**src/rtl/sram_bridge_pkg.sv**
```systemverilog
package sram_bridge_pkg;
  localparam int SEL_W = 3;
  localparam logic [SEL_W-1:0] SEL_RD  = 3'd0;
  localparam logic [SEL_W-1:0] SEL_WR  = 3'd1;
  localparam logic [SEL_W-1:0] SEL_LO  = 3'd2;
  localparam logic [SEL_W-1:0] SEL_MID = 3'd3;
  localparam logic [SEL_W-1:0] SEL_HI  = 3'd4;

  typedef struct packed {
    logic       rd;
    logic       wr;
    logic [2:0] ld;   // {hi, mid, lo}
    logic       bad;
  } dec_t;
endpackage

```
**src/rtl/sel_decoder.sv**
```systemverilog
module sel_decoder
  import sram_bridge_pkg::*;
(
  input  logic             gate_n_i,
  input  logic [SEL_W-1:0] sel_i,
  output dec_t             dec_o
);
  always_comb begin
    dec_o = '0;
    if (!gate_n_i) begin
      unique case (sel_i)
        SEL_RD:  dec_o.rd    = 1'b1;
        SEL_WR:  dec_o.wr    = 1'b1;
        SEL_LO:  dec_o.ld[0] = 1'b1;
        SEL_MID: dec_o.ld[1] = 1'b1;
        SEL_HI:  dec_o.ld[2] = 1'b1;
        default: dec_o.bad   = 1'b1;
      endcase
    end
  end
endmodule

```
**src/rtl/addr_latch.sv**
```systemverilog
module addr_latch #(
  parameter int W = 8
) (
  input  logic         clk_i,
  input  logic         rst_ni,
  input  logic         ld_i,
  input  logic [W-1:0] d_i,
  output logic [W-1:0] q_o
);
  always_ff @(posedge clk_i or negedge rst_ni) begin
    if (!rst_ni)   q_o <= '0;
    else if (ld_i) q_o <= d_i;
  end
endmodule

```
**src/rtl/strobe_monitor.sv**
```systemverilog
module strobe_monitor #(
  parameter int MIN_LOW_CYC = 2
) (
  input  logic clk_i,
  input  logic rst_ni,
  input  logic gate_n_i,
  input  logic is_wr_i,
  input  logic is_bad_i,
  output logic illegal_o,
  output logic width_err_o
);
  localparam int SAT   = MIN_LOW_CYC + 1;
  localparam int CNT_W = $clog2(SAT + 1);

  logic             gate_q;
  logic             wr_q;
  logic [CNT_W-1:0] low_cnt;
  logic [CNT_W-1:0] need;
  logic             fall, rise;

  assign fall = !gate_n_i && gate_q;
  assign rise = gate_n_i && !gate_q;
  assign need = wr_q ? CNT_W'(SAT) : CNT_W'(MIN_LOW_CYC);

  always_ff @(posedge clk_i or negedge rst_ni) begin
    if (!rst_ni) begin
      gate_q      <= 1'b1;
      wr_q        <= 1'b0;
      low_cnt     <= '0;
      illegal_o   <= 1'b0;
      width_err_o <= 1'b0;
    end else begin
      gate_q      <= gate_n_i;
      illegal_o   <= fall && is_bad_i;
      width_err_o <= rise && (low_cnt < need);
      if (gate_n_i) begin
        low_cnt <= '0;
        wr_q    <= 1'b0;
      end else begin
        wr_q <= is_wr_i;
        if (low_cnt < CNT_W'(SAT)) low_cnt <= low_cnt + 1'b1;
      end
    end
  end


  illegal_pulse_chk: assert property (@(posedge clk_i) disable iff (!rst_ni)
    illegal_o |=> !illegal_o);

  width_err_src_chk: assert property (@(posedge clk_i) disable iff (!rst_ni)
    width_err_o |-> $past(gate_n_i));
endmodule

```
**src/rtl/sram_latch_bridge.sv**
```systemverilog
module sram_latch_bridge
  import sram_bridge_pkg::*;
#(
  parameter int DATA_W      = 8,
  parameter int ADDR_W      = 19,
  parameter int MIN_LOW_CYC = 2
) (
  input  logic              clk_i,
  input  logic              rst_ni,
  input  logic              gate_n_i,
  input  logic [SEL_W-1:0]  sel_i,
  input  logic [DATA_W-1:0] host_data_i,
  output logic [DATA_W-1:0] host_data_o,
  output logic              host_data_oe_o,
  output logic [ADDR_W-1:0] ram_addr_o,
  input  logic [DATA_W-1:0] ram_data_i,
  output logic [DATA_W-1:0] ram_data_o,
  output logic              ram_data_oe_o,
  output logic              ram_oe_n_o,
  output logic              ram_we_n_o,
  output logic              spare_o,
  output logic              illegal_o,
  output logic              width_err_o
);
  localparam int N_BYTES = 2;
  localparam int HI_W    = ADDR_W - N_BYTES * DATA_W;

  dec_t              dec;
  logic [HI_W:0]     hi_q;
  logic [DATA_W-1:0] byte_q [N_BYTES];

  sel_decoder i_dec (
    .gate_n_i (gate_n_i),
    .sel_i    (sel_i),
    .dec_o    (dec)
  );

  for (genvar g = 0; g < N_BYTES; g++) begin : g_byte
    addr_latch #(.W(DATA_W)) i_lat (
      .clk_i  (clk_i),
      .rst_ni (rst_ni),
      .ld_i   (dec.ld[g]),
      .d_i    (host_data_i),
      .q_o    (byte_q[g])
    );
  end

  addr_latch #(.W(HI_W + 1)) i_hi (
    .clk_i  (clk_i),
    .rst_ni (rst_ni),
    .ld_i   (dec.ld[N_BYTES]),
    .d_i    (host_data_i[HI_W:0]),
    .q_o    (hi_q)
  );

  strobe_monitor #(.MIN_LOW_CYC(MIN_LOW_CYC)) i_mon (
    .clk_i       (clk_i),
    .rst_ni      (rst_ni),
    .gate_n_i    (gate_n_i),
    .is_wr_i     (dec.wr),
    .is_bad_i    (dec.bad),
    .illegal_o   (illegal_o),
    .width_err_o (width_err_o)
  );

  assign ram_addr_o     = {hi_q[HI_W-1:0], byte_q[1], byte_q[0]};
  assign spare_o        = hi_q[HI_W];
  assign ram_oe_n_o     = !dec.rd;
  assign ram_we_n_o     = !dec.wr;
  assign host_data_o    = ram_data_i;
  assign host_data_oe_o = dec.rd;
  assign ram_data_o     = host_data_i;
  assign ram_data_oe_o  = dec.wr;


  gate_idle_chk: assert property (@(posedge clk_i) disable iff (!rst_ni)
    gate_n_i |-> (ram_oe_n_o && ram_we_n_o && !host_data_oe_o && !ram_data_oe_o));

  addr_hold_chk: assert property (@(posedge clk_i) disable iff (!rst_ni)
    gate_n_i |=> ($stable(ram_addr_o) && $stable(spare_o)));

  bad_sel_hold_chk: assert property (@(posedge clk_i) disable iff (!rst_ni)
    (!gate_n_i && sel_i > SEL_HI) |=> ($stable(ram_addr_o) && $stable(spare_o)));

  no_contention_chk: assert property (@(posedge clk_i) disable iff (!rst_ni)
    !(host_data_oe_o && ram_data_oe_o));

  host_drive_rd_chk: assert property (@(posedge clk_i) disable iff (!rst_ni)
    host_data_oe_o |-> (!gate_n_i && sel_i == SEL_RD && !ram_oe_n_o));
endmodule

```
**config.mk**
```make
export PLATFORM = sky130hd
export DESIGN_NAME = sram_latch_bridge
export DESIGN_NICKNAME = d
export VERILOG_FILES = /design/src/rtl/sram_bridge_pkg.sv /design/src/rtl/sel_decoder.sv /design/src/rtl/addr_latch.sv /design/src/rtl/strobe_monitor.sv /design/src/rtl/sram_latch_bridge.sv
export SDC_FILE = /design/constraint.sdc
export NUM_CORES = 1
export LEC_CHECK = 0
export BUFFER_PORTS_ARGS = -buffer_cell sky130_fd_sc_hd__buf_2
export CELL_PAD_IN_SITES_DETAIL_PLACEMENT = 1
export CELL_PAD_IN_SITES_GLOBAL_PLACEMENT = 1
export CORE_UTILIZATION = 35
export CTS_BUF_LIST = sky130_fd_sc_hd__clkbuf_8
export DETAILED_ROUTE_END_ITERATION = 10
export HOLD_SLACK_MARGIN = 0.12
export PLACE_DENSITY_LB_ADDON = 0.08
export REMOVE_ABC_BUFFERS = 1
export SLEW_MARGIN = 20
export SYNTH_ARGS = -nofsm -noshare
export SYNTH_HDL_FRONTEND = slang
export SYNTH_HIERARCHICAL = 1
export SYNTH_SLANG_ARGS = --single-unit
```
**constraint.sdc**
```tcl
create_clock -name clk_i -period 1.35 [get_ports clk_i]
set_input_delay 0.0675 -clock clk_i [delete_from_list [all_inputs] [get_ports clk_i]]
set_output_delay 0.0675 -clock clk_i [all_outputs]
set_load 0.05 [all_outputs]
```
Word level (Yosys, flattened, before mapping)
Index checks and enable logic that the tools add are counted.
{"block": "totals", "ff_bits": 26, "inputBits": 22, "output_inout_bits": 42, "wordCells": 37}
{"block": "classes", "addsub": 1, "order_cmp": 2, "n_eq_ne": 4, "mux": 11, "n_reduce_logical": 11}
{"operator": "$mux W1", "count": 8}
{"operator": "$eq A3 B2 Y1 const B", "count": 2}
{"operator": "$mux W6", "count": 1}
{"operator": "$reduce_or A5 Y1", "count": 1}
{"operator": "$logic_and A1 B1 Y1", "count": 4}
{"operator": "$logic_not A1 Y1", "count": 4}
{"operator": "$mux W2", "count": 2}
{"operator": "$eq A3 B1 Y1 const B", "count": 1}
{"operator": "$eq A3 B3 Y1 const B", "count": 1}
{"operator": "$logic_not A3 Y1", "count": 1}
{"operator": "$add A2 B1 Y2 const B", "count": 1}
{"operator": "$lt A2 B2 Y1", "count": 1}
{"operator": "$lt A2 B2 Y1 const B", "count": 1}
{"operator": "$reduce_bool A2 Y1", "count": 1}

Longest topological paths before layout
Gate-level depths: netlist (run 1).
{"block": "logic_depth", "word_depth": 5, "mapped_depth": 4, "ltp_nobuf": 4}

Modules after synthesis
Netlist (run 1), hierarchy kept.
{"mod": "addr_latch (g_byte[0].i_lat ...)", "instances": 2, "cells_each": 17, "area_per_inst_um2": 331.6, "seq_area_each_um2": 200.2}
{"mod": "strobe_monitor", "instances": 1, "cells_each": 17, "area_per_inst_um2": 225.2, "seq_area_each_um2": 151.4}
{"mod": "addr_latch (i_hi)", "instances": 1, "cells_each": 8, "area_per_inst_um2": 145.1, "seq_area_each_um2": 100.1}
{"mod": "sram_latch_bridge", "instances": 1, "cells_each": 18, "area_per_inst_um2": 127.6, "seq_area_each_um2": 0.0}
{"mod": "sel_decoder", "instances": 1, "cells_each": 9, "area_per_inst_um2": 52.6, "seq_area_each_um2": 0.0}

Worst setup path before layout (run 1)
Ideal clock, no wire load.
{"block": "synth_timing", "path_kind": "input to output", "start": "input port gate_n_i", "end": "output port ram_oe_n_o", "arrival_ps": 2397, "required_time_ps": 1283, "path_slack_ps": -1115, "path_stages": 2, "path_buffers": 0, "cell_sequence": "nor4_1 -> inv_1"}
{"block": "synth_between", "elab_chain_cells": 2}
{"element": "from (decl)", "line": "sram_latch_bridge.sv:10", "source": "input logic gate_n_i,"}
{"element": "$mux W6", "line": "sel_decoder.sv:10", "source": "if (!gate_n_i) begin"}
{"element": "$logic_not A1 Y1", "line": "sram_latch_bridge.sv:68", "source": "assign ram_oe_n_o = !dec.rd;"}
{"element": "to (decl)", "line": "sram_latch_bridge.sv:19", "source": "output logic ram_oe_n_o,"}
Every way passes these cells.

Final worst setup path (run 1)
{"block": "layout_timing", "start": "input port gate_n_i", "end": "output port host_data_oe_o"}
{"block": "layout_between", "elab_chain_cells": 1}
{"element": "$mux W6", "line": "sel_decoder.sv:10"}
{"element": "to (decl)", "line": "sram_latch_bridge.sv:14", "source": "output logic host_data_oe_o,"}
Every way passes these cells.

==> run metrics, run 1 <==
Final Max Tran Viols 0; initial core utilization 36.4%; row cnt 21; postcts setup bufs 0; GR Layer Usage met2 22.9%; die area 3710 um^2; PostCTS Resize Cnt 0; Final #Nets 159; PD cells 1620 nW/um^2; Max FO, Critical Path 8; crit-path cells buf_2 > buf_4 > nor4_1 > buf_2; Net Sw Power 1.03 mW; CTS tree built; CP endpoint kind output port; Layout fillers 365; cell internal pwr between 1.5 and 2 mW; layout cells sized above 1 59.3%; final hold vios 0; DR WL/cell 14.1 um; finished layout cell area about 1600 um^2; Slew Limit Headroom 62.0%; clock share of power 19.2%; CTS Root Cell clkbuf_8; Seq/Total Area, Yosys a little over half; I/O pin total between 60 and 70; Tot GR Track Use 15.7%; Setup CP Type in2out; die height 60.9 um; drt total wl 2560 um; Worst setup SP type input pin; post-layout min period 1.10 ns; hold_buf cts 10; Seq pwr share 40.1%; cell repeated most along the worst path buf_2; slowest stage delay, CP 0.35 ns; DRT antenna net count 0; Syn. warnings 6; LEAKAGE around 0.8 nW; Max-Cap Viols 0; worst hold path type in2out; Vias/cell roughly 4.4; initial antenna violation count 0; Max Freq 0.911 GHz; cell family with most CP delay buffers and inverters; WP data arrival 1.03 ns; status complete, no violations; DP HPWL 1880 um; Worst EP required about 1.3 ns; TritonCTS Buffers 3; Crit path depth 4; core box area 3340 um^2; largest net degree at the start of global routing 27; Final Cycle Share 81.3%; Setup violations, final 0; H-tree Lvls 1; Worst Skew 0.00141 ns; Cell Area, Synth 1210 um^2; hold depth 0; clk sinks 26; global-route met1 utilization 21.3%; VDD IR max 0.700 mV; FF-to-FF path depth 3; GR Overflow Total 0; vias in the first global route 809; Comb pwr share 40.7%; placed inst area 1410 um^2; critical path's slowest cell nor4_1; vias around 800; layer with the highest usage met2; clock latency on the worst-skew pair 0.26 ns; port bufs 47; Initial DRC Count 15; DRC 0; met3 Use GR 4.48%; Area Growth Syn to Fin 29.3%; antenna diode count 0; Die X 60.9 um; DR pass1 iterations 3; Synth cell types 19; first-pass GRT wire length 4040 um; worst reg-to-reg setup slack 0.35 ns; placer's final routability congestion estimate 0.673; worst path bufs/invs 3; mean post-synth cell area 14.1 um^2; Post-Syn Instances 86; Sw Ratio 40.6%; Clock Path Buffers 2; worst slew pin tran 0.570 ns; register bit total from synthesis 26; RSZ-0062 raised after global routing no; Util after Layout 47.0%; setup TNS 0 ns
## path summary, 6_finish.rpt
check                                             startpoint                                  to
min in group asynchronous                             rst_ni  g_byte[1].i_lat/q_o[6]$_DFFE_PN0P_
worst min-delay path                           ram_data_i[0]                      host_data_o[0]
max in group asynchronous                             rst_ni              i_mon/gate_q$_DFF_PN1_
worst max-delay path                                gate_n_i                      host_data_oe_o
worst max register to register  i_mon/low_cnt[0]$_DFFE_PN0P_        i_mon/low_cnt[1]$_DFFE_PN0P_
worst min register to register        i_mon/gate_q$_DFF_PN1_           i_mon/illegal_o$_DFF_PN0_
## synth_stat cells
master	n	area, um^2
dfrtp_1	25	626
buf_4	16	120
mux2_4	16	240
nor2_1	5	18.8
mux2_2	4	45.0
nand2b_1	4	25.0
buf_6	2	22.5
inv_1	2	7.51
nor3_1	2	10.0
a21oi_2	1	8.76
dfstp_2	1	26.3
ha_1	1	12.5
mux2i_1	1	10.0
nand2_1	1	3.75
nor2b_1	1	6.26
nor3b_1	1	7.51
nor4_1	1	6.26
nor4b_1	1	8.76
xor2_1	1	8.76
## state kept, by name (all words and copies together) (netlist names)
name / flops
i_mon/width_err_o: 1
i_mon/gate_q: 1
i_mon/illegal_o: 1
i_hi/q_o: 4
i_mon/low_cnt: 2
i_mon/wr_q: 1
g_byte.i_lat/q_o: 16
## through the flow
step | setup slack [ns] | hold slack, ns | std cells | power [mW]
after floorplan | -1.11 | -0.228 | 68 | 1.75
after global placement | 0.186 | 0.104 | 167 | 2.04
after detailed placement | 0.188 | 0.102 | 167 | 2.06
after CTS | 0.250 | 0.136 | 181 | 2.60
after global routing | 0.174 | 0.135 | 181 | 2.69
final | 0.253 | 0.135 | 181 | 2.55
## cell families (layout without fill, tap and decap cells)
kind of cell             count (synthesis)  in the layout  share of synthesized area [%]
AO/OA/AOI/OAI                            1              1                          0.722
XOR/XNOR                                 1              1                          0.722
adder cells (fa/ha/maj)                  1              1                           1.03
buffers and inverters                   20             69                           12.4
flip-flops                              26             26                           53.7
multiplexers                            21             21                           24.3
AND/OR/NAND/NOR                         16             16                           7.11
## per-layer routing
metal  part of all wire, %  wire (um)
met5                     0          0
met4                  0.59         15
met3                   5.9        151
met2                    47       1190
met1                    47       1200
## cells in the final DEF (no fill, tap or decap), drive strengths merged
cell type,n
nor3,2
dlygate4sd3,10
buf,53
dfstp,1
mux2i,1
nor2,5
inv,2
nor2b,1
xor2,1
ha,1
a21oi,1
mux2,20
nand2,1
dfrtp,25
nor3b,1
nor4b,1
clkbuf,4
nand2b,4
nor4,1
## layout make-up
| type | instances | area [um^2] | share of cell area, % |
|---|---|---|---|
| clock buffers | 4 | 55.1 | 3.51 |
| inverters | 2 | 7.51 | 0.478 |
| multi-input cells | 40 | 417 | 26.6 |
| flip-flops and latches | 26 | 652 | 41.5 |
| well taps | 46 | 57.6 | 3.67 |
| repair buffers | 63 | 380 | 24.2 |
## power by group through the flow
| stage | logic (mW) | registers (mW) | clock network [mW] |
|---|---|---|---|
| global route | 1.09 | 1.04 | 0.555 |
| detailed placement | 1.03 | 1.03 | 0 |
| global placement | 1.01 | 1.03 | 0 |
| floorplan | 0.238 | 1.51 | 0 |
| CTS | 1.05 | 1.02 | 0.524 |
| finish | 1.04 | 1.02 | 0.490 |
Note: power is estimated with default switching activity, not from simulation.
==> run 2, diff against run 1 <==
--- a/config.mk
+++ b/config.mk
@@ -5,10 +5,11 @@
 export SDC_FILE = /design/constraint.sdc
 export NUM_CORES = 1
 export LEC_CHECK = 0
+export ABC_AREA = 1
 export BUFFER_PORTS_ARGS = -buffer_cell sky130_fd_sc_hd__buf_2
 export CELL_PAD_IN_SITES_DETAIL_PLACEMENT = 1
 export CELL_PAD_IN_SITES_GLOBAL_PLACEMENT = 1
-export CORE_UTILIZATION = 35
+export CORE_UTILIZATION = 32
 export CTS_BUF_LIST = sky130_fd_sc_hd__clkbuf_8
 export DETAILED_ROUTE_END_ITERATION = 10
 export HOLD_SLACK_MARGIN = 0.12
==> constraint.sdc (replaced) <==
create_clock -name clk_i -period 1.1 [get_ports clk_i]
set_input_delay 0.055 -clock clk_i [delete_from_list [all_inputs] [get_ports clk_i]]
set_output_delay 0.055 -clock clk_i [all_outputs]
set_load 0.05 [all_outputs]
==> run 2 against run 1 <==
Compared with the run above:
- sequential share of layout area is 1.2 points lower
- register-to-register slack worse by 0.24 ns
- critical path depth decreased by 1
- wire length is 21% higher
- combinational power up 9%
- global-route usage increased by 0.34 points
- critical endpoint is now ram_data_o[2]
- largest power group is now sequential cells
==> run metrics, run 2 <==
worst hold path type in2reg (was in2out); Max-Cap Viols 0 (unchanged); H-tree Lvls 1 (unchanged); most frequent cells in the layout nand2_1, buf_2, dfrtp_1, dlygate4sd3_1, nor2_1 (was buf_2, dfrtp_1, mux2_4, dlygate4sd3_1, buf_4); clk sinks 26 (unchanged); DR pass1 iterations 4 (was 3); Synth cell types 12 (was 19); pre-CTS setup slack 0.105 ns (was 0.188 ns); post-synthesis adder-cell area fraction 1.05% (was 1.03%); GR Overflow Total 0 (unchanged); Vias/cell 4.35 (was 4.41); biggest regs g_byte.i_lat/q_o (16), i_hi/q_o (4), i_mon/low_cnt (2) (unchanged); Final #Nets 222 (was 159); Synth Area in XOR/XNOR 0% (was 0.722%); Max Freq 0.960 GHz; Post-synth ARST share 100% (unchanged); Syn. warnings 6 (unchanged); Sw Ratio 40.6% (about the same); Post-Synth Simple-Gate Area 26.4% (was 7.11%); register bit total from synthesis 26 (unchanged); largest net degree at the start of global routing 27 (unchanged); PD cells 1940 nW/um^2 (was 1620 nW/um^2); Util after Layout 46.9% (was 47.0%); Yosys top cell by area dfrtp_1 (unchanged); top_reg_cell synth dfrtp_1 (unchanged); Yosys top cell area share 52.7% (was 51.5%); Initial DRC Count 36 (was 15); Worst EP required 1.04 ns (was 1.28 ns); worst slew pin tran 0.596 ns (was 0.570 ns); status complete, no violations (unchanged); Clock Path Buffers 2 (unchanged); Slew Limit Headroom 60.3% (was 62.0%); Net Sw Power 1.27 mW (was 1.03 mW); Setup violations, final 0 (unchanged); placed inst area 1350 um^2 (was 1410 um^2); WP data arrival 0.99 ns (was 1.03 ns); most common cell after layout, fill and taps aside nand2_1 (was buf_2); initial antenna violation count 0 (unchanged); Die X 62.9 um (was 60.9 um); die height 62.9 um (was 60.9 um); DR WL/cell 12.7 um (was 14.1 um); Worst Skew 0.000420 ns (was 0.00141 ns); post-layout min period 1.04 ns; Layout fillers 440 (was 365); placer's final routability congestion estimate 0.719 (was 0.673); clock latency on the worst-skew pair 0.27 ns (was 0.26 ns); most common library cells after synthesis nand2_1, dfrtp_1, buf_4, nor2_1, inv_1 (was dfrtp_1, buf_4, mux2_4, nor2_1); largest family of logic cells by synthesized area simple AND/OR/NAND/NOR gates (was multiplexers); port bufs 47 (unchanged); Post-Syn Instances 144 (was 86); Post-synth EDFFs 0 (unchanged); Seq pwr share 38.5% (was 40.1%); LEAKAGE 0.922 nW (was 0.784 nW); first-pass GRT wire length 5000 um (was 4040 um); antenna diode count 0 (unchanged); DRT antenna net count 0 (unchanged); Final Max Tran Viols 0 (unchanged); vias in the first global route 1,057 (was 809); Setup CP Type in2out (unchanged); clock share of power 25.3% (was 19.2%); DRC 0 (unchanged); count leader, synth nand2_1 (was dfrtp_1); CTS Root Cell clkbuf_8 (unchanged); postcts setup bufs 0 (unchanged); Max FO, Critical Path 4 (was 8); dominant cells by area after synthesis dfrtp_1, nand2_1, buf_4 (was dfrtp_1, mux2_4, buf_4); CP endpoint kind output port (unchanged); vias 1,061 (was 798); drt total wl 3090 um (was 2560 um); row cnt 21 (unchanged); RSZ-0062 raised after global routing no (unchanged); overall power 3.13 mW (was 2.55 mW); final hold vios 0 (unchanged); VDD IR max 0.655 mV (was 0.700 mV); core box area 3440 um^2 (was 3340 um^2); finished layout cell area 1610 um^2 (was 1570 um^2); die area 3960 um^2 (was 3710 um^2); Seq/Total Area, Yosys 54.9% (was 53.7%); Comb pwr share 36.2% (was 40.7%); Final WS setup 0.0582 ns (was 0.253 ns); I/O pin total 64 (unchanged); CTS tree built (unchanged); Cell Area, Synth 1190 um^2 (was 1210 um^2); mean post-synth cell area 8.25 um^2 (was 14.1 um^2); clock transition at the registers of the reported paths approximately 0.090 ns; multiplexer share of the synthesized area 0% (was 24.3%); layout cells sized above 1 29.8% (was 59.3%); Final Cycle Share between 90% and 100%; Compound-Gate Fraction of Synth Area 1.16% (was 0.722%); Area Growth Syn to Fin 35.9% (was 29.3%); cell internal pwr 1.86 mW (was 1.51 mW); TritonCTS Buffers 3 (unchanged); Worst setup SP type input pin (unchanged); Tot GR Track Use 16.0% (was 15.7%); initial core utilization 34.5% (was 36.4%); Top reg by flops g_byte.i_lat/q_o (unchanged); DP HPWL 2140 um (was 1880 um); max FFs per register 16 (unchanged)
-- run 2: changes by cell type after synthesis, sizes merged, moves of 2 or more --
cell	change
nand2	+69
mux2	-20
inv	+12
nor2	+6
nand2b	-4
nand3	+2
nor3	-2
-- run 2: logic make-up (layout without fill, tap and decap cells) --
family                   count (synthesis)  count (layout)
AND/OR/NAND/NOR                         83              83
buffers and inverters                   32              86
flip-flops                              26              26
AO/OA/AOI/OAI                            2               2
adder cells (fa/ha/maj)                  1               1
-- run 2: routing by layer --
metal	GRT usage (%)	up-vias	routed length, um	part of all wire [%]
met2	27.8	35	1560	51
met4	3.49	0	14	0.45
met3	2.92	2	137	4.4
met1	20.5	511	1380	44
li1	-	513	-	-
met5	0	-	0	0
-- run 2: stage by stage --
| step | TNS (ns) | instances | hold WS (ns) |
|---|---|---|---|
| after floorplan | -0.678 | 126 | -0.241 |
| after global placement | 0 | 221 | 0.0885 |
| after detailed placement | 0 | 221 | 0.0982 |
| after CTS | 0 | 244 | 0.125 |
| after global routing | 0 | 244 | 0.145 |
| final | 0 | 244 | 0.135 |
-- run 2: final timing paths --
kind	from	endpoint	slack [ns]	cells after the start
max	host_data_i[2]	ram_data_o[2]	0.06	3
min	sel_i[0]	i_mon/wr_q$_DFF_PN0_	0.13	5
max reg2reg	i_mon/low_cnt[0]$_DFFE_PN0P_	i_mon/low_cnt[1]$_DFFE_PN0P_	0.11	3
min reg2reg	g_byte[0].i_lat/q_o[5]$_DFFE_PN0P_	g_byte[0].i_lat/q_o[5]$_DFFE_PN0P_	0.47	2
max in group asynchronous	rst_ni	i_hi/q_o[1]$_DFFE_PN0P_	0.39	2
min in group asynchronous	rst_ni	i_mon/width_err_o$_DFF_PN0_	0.32	2
-- run 2: final cells by class --
type | instances | area [um^2] | area share, %
inverter | 14 | 52.6 | 3.26
clock buffer | 3 | 41.3 | 2.56
timing repair buffer | 68 | 440 | 27.3
sequential | 26 | 652 | 40.4
clock inverter | 1 | 30.0 | 1.86
multi-input combinational | 86 | 340 | 21.1
tap | 46 | 57.6 | 3.57
-- run 2: power groups by stage --
stage	clock network (mW)	registers, mW	logic (mW)
floorplan	0	1.73	0.177
global placement	0	1.22	1.00
detailed placement	0	1.22	1.03
CTS	0.814	1.21	1.14
global route	0.854	1.22	1.20
finish	0.791	1.20	1.13
-- run 2: worst max-delay path, stage by stage --
cell and delay (ns):
dlygate4sd3_1 0.52, buf_2 0.14, buf_2 0.27
-- run 2: repair_timing --
| action | CTS | global route |
|---|---|---|
| hold buffers | 19 | 0 |
| hold endpoints to repair | 57 | 0 |
| resized for setup | 0 | 0 |
